`config.mk`:
```
export PLATFORM = sky130hd
export DESIGN_NAME = flash_cmd_seq
export DESIGN_NICKNAME = d
export VERILOG_FILES = /design/src/rtl/flash_cmd_seq.sv
export SDC_FILE = /design/constraint.sdc
export NUM_CORES = 1
export LEC_CHECK = 0
export ABC_AREA = 1
export BUFFER_PORTS_ARGS = -buffer_cell sky130_fd_sc_hd__buf_2
export CAP_MARGIN = 20
export CORE_ASPECT_RATIO = 1.1
export CORE_UTILIZATION = 53
export DETAILED_ROUTE_END_ITERATION = 8
export GPL_TIMING_DRIVEN = 0
export PLACE_DENSITY = 0.85
export SKIP_LAST_GASP = 1
export SLEW_MARGIN = 5
export SYNTH_ARGS = -nofsm -noshare
export SYNTH_HDL_FRONTEND = slang
export SYNTH_SLANG_ARGS = --single-unit
```
`constraint.sdc`:
```
create_clock -name clk -period 3.7 [get_ports clk]
set_clock_uncertainty 0.2 [all_clocks]
set_input_delay 0.555 -clock clk [delete_from_list [all_inputs] [get_ports clk]]
set_output_delay 0.555 -clock clk [all_outputs]
set_load 0.01 [all_outputs]
```
`src/rtl/flash_cmd_seq.sv`:
```
module flash_cmd_seq #(
  parameter int ADDR_W = 17,
  parameter int DATA_W = 16,
  parameter int CMP_W  = 15
) (
  input  logic              clk,
  input  logic              rst_n,
  input  logic              wr_en,
  input  logic [ADDR_W-1:0] wr_addr,
  input  logic [DATA_W-1:0] wr_data,
  input  logic              busy,
  output logic              start_prog,
  output logic              start_sector_erase,
  output logic              start_chip_erase,
  output logic              start_boot_lock,
  output logic              id_enter,
  output logic              id_exit,
  output logic [ADDR_W-1:0] op_addr,
  output logic [DATA_W-1:0] op_data,
  output logic              id_mode
);
  localparam logic [CMP_W-1:0] ADR_A = CMP_W'(15'h5555);
  localparam logic [CMP_W-1:0] ADR_B = CMP_W'(15'h2AAA);

  typedef enum logic [2:0] {
    S_IDLE, S_UNL1, S_UNL2, S_PROG, S_EXT1, S_EXT2, S_EXT3
  } step_t;

  step_t st;
  logic  take, at_a, at_b;
  logic [7:0] code;

  assign take = wr_en && !busy;
  assign code = wr_data[7:0];
  assign at_a = wr_addr[CMP_W-1:0] == ADR_A;
  assign at_b = wr_addr[CMP_W-1:0] == ADR_B;

  always_ff @(posedge clk) begin
    if (!rst_n) begin
      st                 <= S_IDLE;
      start_prog         <= 1'b0;
      start_sector_erase <= 1'b0;
      start_chip_erase   <= 1'b0;
      start_boot_lock    <= 1'b0;
      id_enter           <= 1'b0;
      id_exit            <= 1'b0;
      id_mode            <= 1'b0;
      op_addr            <= '0;
      op_data            <= '0;
    end else begin
      start_prog         <= 1'b0;
      start_sector_erase <= 1'b0;
      start_chip_erase   <= 1'b0;
      start_boot_lock    <= 1'b0;
      id_enter           <= 1'b0;
      id_exit            <= 1'b0;
      if (take) begin
        st <= S_IDLE;
        unique case (st)
          S_IDLE: begin
            if (at_a && code == 8'hAA) st <= S_UNL1;
            else if (code == 8'hF0) begin
              id_exit <= 1'b1;
              id_mode <= 1'b0;
            end
          end
          S_UNL1: if (at_b && code == 8'h55) st <= S_UNL2;
          S_UNL2: begin
            if (at_a) begin
              case (code)
                8'hA0: st <= S_PROG;
                8'h80: st <= S_EXT1;
                8'h90: begin
                  id_enter <= 1'b1;
                  id_mode  <= 1'b1;
                end
                8'hF0: begin
                  id_exit <= 1'b1;
                  id_mode <= 1'b0;
                end
                default: ;
              endcase
            end
          end
          S_PROG: begin
            start_prog <= 1'b1;
            op_addr    <= wr_addr;
            op_data    <= wr_data;
          end
          S_EXT1: if (at_a && code == 8'hAA) st <= S_EXT2;
          S_EXT2: if (at_b && code == 8'h55) st <= S_EXT3;
          S_EXT3: begin
            if (code == 8'h30) begin
              start_sector_erase <= 1'b1;
              op_addr            <= wr_addr;
            end else if (at_a && code == 8'h10) start_chip_erase <= 1'b1;
            else if (at_a && code == 8'h40) start_boot_lock <= 1'b1;
          end
          default: st <= S_IDLE;
        endcase
      end
    end
  end

  assert_one_pulse_R13: assert property (@(posedge clk) disable iff (!rst_n)
    $onehot0({start_prog, start_sector_erase, start_chip_erase,
              start_boot_lock, id_enter, id_exit}));
  assert_prog_single_R13: assert property (@(posedge clk) disable iff (!rst_n)
    start_prog |=> !start_prog);
  assert_busy_hold_R9: assert property (@(posedge clk) disable iff (!rst_n)
    (wr_en && busy) |=> ($stable(st) && !start_prog && !start_chip_erase &&
                         !start_sector_erase && !start_boot_lock));
  assert_enter_mode_R6: assert property (@(posedge clk) disable iff (!rst_n)
    id_enter |-> id_mode);
  assert_exit_mode_R7: assert property (@(posedge clk) disable iff (!rst_n)
    id_exit |-> !id_mode);
  assert_no_write_no_pulse_R9: assert property (@(posedge clk) disable iff (!rst_n)
    !(wr_en && !busy) |=> !(start_prog || start_sector_erase || start_chip_erase ||
                            start_boot_lock || id_enter || id_exit));
  assert_idle_after_reset_R10: assert property (@(posedge clk)
    !rst_n |=> (st == S_IDLE && !id_mode));
endmodule

```
==> After elaboration in Yosys (flattened, before gate mapping) <==
Index checks and enable logic that the tools add are counted.
{ "totals": {"register_bits": 43, "input_bits": 37, "out_inout_bits": 40, "wordCells": 75} }
{ "classes": {"n_eq_ne": 22, "n_mux": 23, "bitwise_logic": 3, "n_reduce_logical": 17} }
{ "op_table": {"columns": ["operator", "n"], "rows": [
  ["$eq A8 B8 Y1 const B", 5],
  ["$pmux W17 S2", 1],
  ["$mux W17", 1],
  ["$eq A8 B7 Y1 const B", 2],
  ["$eq A15 B14 Y1 const B", 1],
  ["$eq A15 B15 Y1 const B", 1],
  ["$pmux W3 S5", 1],
  ["$mux W1", 12],
  ["$eq A3 B3 Y1 const B", 3],
  ["$mux W3", 3],
  ["$eq A8 B5 Y1 const B", 1],
  ["$eq A8 B6 Y1 const B", 1],
  ["$ne A2 B2 Y1 const B", 4],
  ["$eq A3 B2 Y1 const B", 2],
  ["$pmux W1 S2", 3],
  ["$pmux W3 S2", 1],
  ["$reduce_and A3 Y1", 2],
  ["$reduce_and A6 Y1", 1],
  ["$logic_and A1 B1 Y1", 5],
  ["$reduce_or A5 Y1", 1],
  ["$reduce_and A2 Y1", 2],
  ["$reduce_and A4 Y1", 1],
  ["$reduce_bool A2 Y1", 2],
  ["$reduce_or A4 Y1", 1],
  ["other kinds (6)", 8]
]} }

==> Depth between registers and ports, before layout <==
Gate-level depths: netlist (run 1).
{ "depth": {"word_depth": 4, "mapped_depth": 12, "ltp_nobuf": 12} }

==> Worst setup path after synthesis (run 1) <==
Ideal clock, no wire load.
{ "synth_path": {"path_kind": "in2reg", "from": "input wr_en", "to": "register op_addr[10]", "setup_ns": 0.111, "t_arrival_ns": 1.691, "required_ns": 3.389, "path_slack_ns": 1.697, "stages": 10, "n_path_buf": 2, "cell_sequence": "inv_1 -> nor2_2 -> inv_2 -> nor4_4 -> nand3_4 -> and2_4 -> buf_6 -> buf_6 -> nor2_1 -> nor2_1"} }
{ "synth_via": {"elab_chain_len": 2} }
{ "synth_lines": {"columns": ["item", "line_no", "text"], "rows": [
  ["start, declared", "8", "input logic wr_en,"],
  ["$logic_and A1 B1 Y1", "33", "assign take = wr_en && !busy;"],
  ["$reduce_and A3 Y1 (no line)", null, null],
  ["end signal, assigned", "87", "op_addr <= wr_addr;"],
  ["end signal, assigned", "95", "op_addr <= wr_addr;"],
  ["end, declared", "18", "output logic [ADDR_W-1:0] op_addr,"]
]} }
No other way between the ends.
A chain may end at the register's enable or synchronous reset.

==> Worst setup path in the final report (run 1) <==
{ "layout_path": {"from": "register st[0]", "to": "register op_data[7]"} }
{ "layout_via": {"elab_chain_len": 2} }
{ "layout_lines": {"columns": ["item", "line_no", "text"], "rows": [
  ["start, declared", "29", "step_t st;"],
  ["start signal, assigned", "40", "st <= S_IDLE;"],
  ["start signal, assigned", "58", "st <= S_IDLE;"],
  ["start signal, assigned", "61", "if (at_a && code == 8'hAA) st <= S_UNL1;"],
  ["$eq A3 B2 Y1", "59", "unique case (st)"],
  ["$reduce_and A2 Y1 (no line)", null, null],
  ["end signal, assigned", "88", "op_data <= wr_data;"],
  ["end, declared", "19", "output logic [DATA_W-1:0] op_data,"]
]} }
No other way between the ends.

==> flow_summary.ini, run 1 <==
[clock_tree]
clock_latency_ns = 0.31
cts_tree = built
numCtsBuffers = 5
cts_resized = 0
path_clk_slew_ns = 0.09
cts_setup_buffers = 0
htreeDepth = 2
clk_path_buf_depth = 2
ctsHoldBuffers = 0
cts_sinks = 43
root_buffer = clkbuf_8

[yosys]
yosysMostFrequentCell = nor2_1
syn_nets = 364
syn_area_per_cell_sq_um = 6.55
ys.warnings.count = 0
synth_top_family_by_area = simple AND/OR/NAND/NOR gates
syn_inst = 327
yosys.area_share.adder_pct = 0
ys_ff_latch = 43
synth_edf_count = 0
synth_common_cells = 86 x nor2_1, 64 x nand2_1, 43 x dfxtp_1
synth.top_cell.area_share_pct = 40.2
synth-compound-area-share_pct = 7.01
ys_seq_area_share_pct = 40.2
yosys-top-cells-area = dfxtp_1 40%, nor2_1 15%, nand2_1 11%, inv_1 6.7%, nand3b_1 6.3%
synth_mux_area_share_pct = 0
async_reset_ff_share_pct = 0
synth_simple_gate_area_share_pct = 43.0
netlist_area_sq_mm = 0.00214
synth_top_area_cell = dfxtp_1
synth_cell_types = 20
synthFlopType = dfxtp_1
synth-xor-area-share_pct = 0

[drt]
route.detailed.drc = 0
finalWirelength_microns = 5410
drt_iter0_markers = 147
wl_per_cell_microns = 11.8
num_vias = 2331
drtAntennaViolNets = 0
dr.pass1.iters = 4
viasPerCell = 5.07

[power]
powerDensity_mw_per_mm2 = 337
share_comb_of_total_power_pct = 7.5
p_seq_share_pct = 50.8
internal-power_uw = 691
p_sw_share_pct = 24.0
switchingPower_uw = 219
p_clk_share_pct = 41.7
p_leak_uw = 0.00142
peakVddDrop_mv = 0.301

[timing]
slew_headroom_pct = 68.1
min_period_ns = 2.01
fmax_mhz = 497
hold_viol = 0
maxSlewViolCount = 0
tns_ns = 0
holdWs_ns = 0.260
grt_setup_unrepaired = no
worst_slack_ns = 1.69
setup_viol = 0
tightest_slew_ns = 0.475
finalCritPeriodShare_pct = 54.4

[worst_setup_path]
worst_setup_path_end_kind = register
critPathBufInv = 3
reg2reg_slack_ns = 1.69
crit_path_max_fanout = 10
cpMaxStageDelayCell = dfxtp_1
r2r.worst_path.cells = 7
crit-reg2reg-launch = st[0]$_SDFFE_PN0P_
crit_arrival_ns = 2.05
critPathTopFamily = buffers and inverters
crit_start = st[0]$_SDFFE_PN0P_
cpPeakStageDelay_ns = 0.48
crit_path_cell_trace = inv_1, nor3_1, nand2_1, inv_1, buf_2, o21ai_0, a21oi_1
path_common_cell = inv_1
timing.rr.end = op_data[7]$_SDFFE_PN0P_
crit_type = reg2reg
startpoint_type = register
crit_end = op_data[7]$_SDFFE_PN0P_
crit_cells = 7
required_ns = 3.74

[floorplan]
num_io_pins = 77
design.core.area_sq_mm = 0.00374
row_count = 23
start_util_pct = 57.3
die_w_microns = 62.6
fp.dieArea_sq_mm = 0.00430
die_h_microns = 68.7

[layout]
area_growth_pct = 25.9
final_nets = 446
diodes = 0
final_util_pct = 72.1
fill_cells = 338
drive_gt1_share_pct = 23.2

[min_path]
min_path_type = in2reg

[run]
cap_violations = 0

[grt]
grtUsageTotal_pct = 27.0
antenna_found_initial = 0
grt_max_degree = 16
grt_pass1_vias = 2131
overflow = 0
grt_pass1_wl_microns = 8990

[status]
status = completed

[placement]
dpl_worst_slack_ns = 1.38
place.gp.congestion = 0.850
port_buffers = 75
post-dp-hpwl_microns = 3990
## per-stage QoR
| stage | instances | power (uW) | instance area, sq um |
|---|---|---|---|
| finish | 460 | 909 | 2700 |
| detailed placement | 452 | 540 | 2580 |
| global placement | 452 | 539 | 2580 |
| floorplan | 327 | 504 | 2140 |
| global route | 460 | 943 | 2700 |
| CTS | 460 | 912 | 2700 |
## how the worst min path moves through the flow
stage                              from                        to  slack (ns)  depth (start not counted)
2_1_floorplan        st[2]$_SDFFE_PN0P_        st[2]$_SDFFE_PN0P_        0.27                          2
3_3_place_gp    op_data[8]$_SDFFE_PN0P_   op_data[8]$_SDFFE_PN0P_        0.26                          2
3_5_place_dp   op_data[15]$_SDFFE_PN0P_  op_data[15]$_SDFFE_PN0P_        0.27                          2
4_1_cts                     wr_addr[16]  op_addr[16]$_SDFFE_PN0P_        0.26                          3
5_1_grt                     wr_addr[16]  op_addr[16]$_SDFFE_PN0P_        0.30                          3
6_report                    wr_addr[16]  op_addr[16]$_SDFFE_PN0P_        0.26                          3
## cell type report
type	instances	area (sq um)	share of cell area [%]
Timing Repair Buffer	75	375	13.9
Clock buffer	5	68.8	2.55
Sequential cell	43	861	31.9
Clock inverter	3	47.5	1.76
Tap cell	50	62.6	2.32
Buffer	11	60.1	2.23
Inverter	40	150	5.57
Multi-Input combinational cell	233	1070	39.7
## power by group through the flow
stage                     sequential (uW)  combinational (uW)  clock, uW
after floorplan                       473                30.8          0
after global placement                473                65.4          0
after detailed placement              473                66.4          0
after CTS                             462                67.4        383
after global routing                  462                77.1        404
final                                 462                68.2        379
## state kept, by name (all words and copies together), names as in the netlist
register / cells
id_exit: 1
op_addr: 17
start_sector_erase: 1
op_data: 16
start_boot_lock: 1
start_prog: 1
id_mode: 1
st: 3
start_chip_erase: 1
id_enter: 1
## routing by layer
| metal | share of wire [%] | track usage, % | vias up | wire, microns |
|---|---|---|---|---|
| met5 | 0 | 0 | - | 0 |
| met4 | 2.7 | 15.4 | 0 | 145 |
| met3 | 6.2 | 5.76 | 13 | 335 |
| met2 | 48 | 49.6 | 90 | 2600 |
| met1 | 43 | 29.5 | 1040 | 2330 |
| li1 | - | - | 1188 | - |
## worst reg2reg max path, stage by stage (launching register included)
cell,delay [ns]
dfxtp_1,0.48
inv_1,0.10
nor3_1,0.17
nand2_1,0.25
inv_1,0.22
buf_2,0.24
o21ai_0,0.14
a21oi_1,0.16
## cell usage in the layout (no fill, tap or decap)
| cell | count |
|---|---|
| nand4_1 | 8 |
| nand3b_1 | 18 |
| nand3_1 | 14 |
| nor3b_1 | 1 |
| dfxtp_1 | 43 |
| and2_4 | 1 |
| buf_6 | 2 |
| nor2_1 | 86 |
| a21oi_1 | 14 |
| clkbuf_8 | 5 |
| o21ai_0 | 16 |
| clkbuf_1 | 6 |
| nand2_1 | 64 |
| inv_6 | 1 |
| nor4_4 | 1 |
| bufinv_16 | 1 |
| nand3_4 | 1 |
| nor4_1 | 1 |
| inv_1 | 38 |
| clkinv_4 | 1 |
| nor3_1 | 6 |
| buf_2 | 78 |
| nor2_2 | 2 |
| inv_2 | 2 |
## kinds of logic after synthesis
family                 after synthesis
AOI/OAI and AO/OA                   30
and+or+nand+nor                    203
DFF                                 43
buffers and inverters               51
No activity file was read; power rests on OpenSTA's default activity.
==> run 2, diff against run 1 <==
--- a/config.mk
+++ b/config.mk
@@ -9,10 +9,10 @@
 export BUFFER_PORTS_ARGS = -buffer_cell sky130_fd_sc_hd__buf_2
 export CAP_MARGIN = 20
 export CORE_ASPECT_RATIO = 1.1
-export CORE_UTILIZATION = 53
+export CORE_UTILIZATION = 44
 export DETAILED_ROUTE_END_ITERATION = 8
 export GPL_TIMING_DRIVEN = 0
-export PLACE_DENSITY = 0.85
+export PLACE_DENSITY = 0.75
 export SKIP_LAST_GASP = 1
 export SLEW_MARGIN = 5
 export SYNTH_ARGS = -nofsm -noshare
==> constraint.sdc (replaced) <==
create_clock -name clk -period 1.8 [get_ports clk]
set_clock_uncertainty 0.2 [all_clocks]
set_input_delay 0.27 -clock clk [delete_from_list [all_inputs] [get_ports clk]]
set_output_delay 0.27 -clock clk [all_outputs]
set_load 0.01 [all_outputs]
==> flow_summary.ini, run 2 (same netlist as run 1, synthesis figures left out) <==
[placement]
place.gp.congestion = 0.944
post-dp-hpwl_microns = 4090
port_buffers = 75
place_area_sq_mm = 0.00259

[layout]
multi_input_area_sq_mm = 0.00111
regArea_sq_um = 867
top_register = op_addr
largest_reg_flops = 17
final_nets = 453
largestRegisters = op_addr (17), op_data (16), st (3)
area_growth_pct = 33.3
final_cell_mix = 77 x buf_2, 77 x nor2_1, 63 x nand2_1
drive_gt1_share_pct = 27.8
diodes = 0
fill_cells = 431
stdcell_area_sq_mm = 0.00286
final_util_pct = 61.4

[worst_setup_path]
critPathBufInv = 2
critPathTopFamily = simple AND/OR/NAND/NOR gates
crit_arrival_ns = 1.79
crit_path_max_fanout = 8
crit_path_cell_trace = inv_2, nor4_4, nand3_4, and2_4, buf_4, nor2_1, nor2_1
worst_setup_path_end_kind = register
cpMaxStageDelayCell = nor4_4
path_common_cell = nor2_1
required_ns = 1.81
crit_type = reg2reg
startpoint_type = register
cpPeakStageDelay_ns = 0.39

[power]
powerDensity_mw_per_mm2 = 710
peakVddDrop_mv = 0.503
p_leak_uw = 0.00147

[floorplan]
num_io_pins = 77
start_util_pct = 46.1
die_h_microns = 75.2
die_w_microns = 68.5
fp.dieArea_sq_mm = 0.00515
design.core.area_sq_mm = 0.00465
row_count = 26

[timing]
finalCritPeriodShare_pct = 99.3
hold_viol = 0
setup_viol = 0
fmax_mhz = 560
min_period_ns = 1.79
tightest_slew_ns = 0.524
slew_headroom_pct = 65.1
maxSlewViolCount = 0
grt_setup_unrepaired = yes

[grt]
grt_pass1_wl_microns = 9250
overflow = 0
antenna_found_initial = 0
grt_pass1_vias = 2120
grt_max_degree = 16
grtUsageTotal_pct = 24.1

[drt]
route.detailed.drc = 0
drt_iter0_markers = 200
finalWirelength_microns = 5840
wl_per_cell_microns = 12.3
drtAntennaViolNets = 0
num_vias = 2319
dr.pass1.iters = 4
viasPerCell = 4.90

[status]
status = completed

[clock_tree]
numCtsBuffers = 5
cts_tree = built
root_buffer = clkbuf_8
path_clk_slew_ns = 0.09
cts_sinks = 43
clk_path_buf_depth = 2
htreeDepth = 2
clock_latency_ns = 0.30

[run]
cap_violations = 0

[min_path]
min_path_type = in2reg
## run 2: changes by cell type in the layout (fill, tap and decap cells not counted), sizes merged
cell	before	now
dlygate4sd3	0	2
clkinv	1	0
bufinv	1	2
clkbuf	11	13
buf	80	83
## run 2: final timing paths
kind | startpoint | endpoint | slack [ns] | cells past startpoint
setup / recovery | st[2]$_SDFFE_PN0P_ | op_addr[2]$_SDFFE_PN0P_ | 0.01 | 7
hold / removal | wr_addr[9] | op_addr[9]$_SDFFE_PN0P_ | 0.01 | 3
setup reg to reg | st[2]$_SDFFE_PN0P_ | op_addr[2]$_SDFFE_PN0P_ | 0.01 | 7
hold reg to reg | op_data[14]$_SDFFE_PN0P_ | op_data[14]$_SDFFE_PN0P_ | 0.28 | 2
## run 2: worst min-delay path, delay by kind of cell
| kind | cells | cell delay (ns) |
|---|---|---|
| and+or+nand+nor | 2 | 0.11 |
| buffers and inverters | 1 | 0.10 |
## run 2: metrics by stage
stage               std cells  setup TNS (ns)  worst slack, ns  hold slack, ns  power (uW)
floorplan                 327               0           0.0763           0.191        1040
global placement          458           -4.31           -0.251           0.259        1110
detailed placement        458           -6.09           -0.315           0.265        1110
CTS                       471               0         0.000221         0.00518        2040
global route              473          -0.309          -0.0517          0.0212        2100
finish                    473               0           0.0131          0.0147        2030
## run 2: metal layers
metal	share of wire (%)	vias up	GRT usage [%]	wire, microns
met3	6.6	9	5.76	385
met1	43	1029	29.5	2530
met4	1.7	0	9.03	97
met5	0	-	0	0
met2	48	78	40.6	2820
li1	-	1203	-	-
## run 2: power by group
group          leakage (uW)  switching (uW)  internal (uW)
logic               0.00105            94.3           52.3
registers          0.000348          0.0129            949
clock network     0.0000703             370            563
## run 2: final cells by class
class	count	area share (%)
multi-input cells	233	38.9
flip-flops and latches	43	30.3
repair buffers	83	16.0
inverters	40	5.25
clock inverters	3	2.50
well taps	56	2.45
clock buffers	5	2.41
plain buffers	10	2.10
## run 2: timing repair
item,CTS,global route
hold endpoints to repair,2,0
cloned,0,1
hold buffers,2,0
pin swaps,2,2
gates resized for setup,4,18
endpoints found under the setup margin,33,22
buffers inserted,3,2
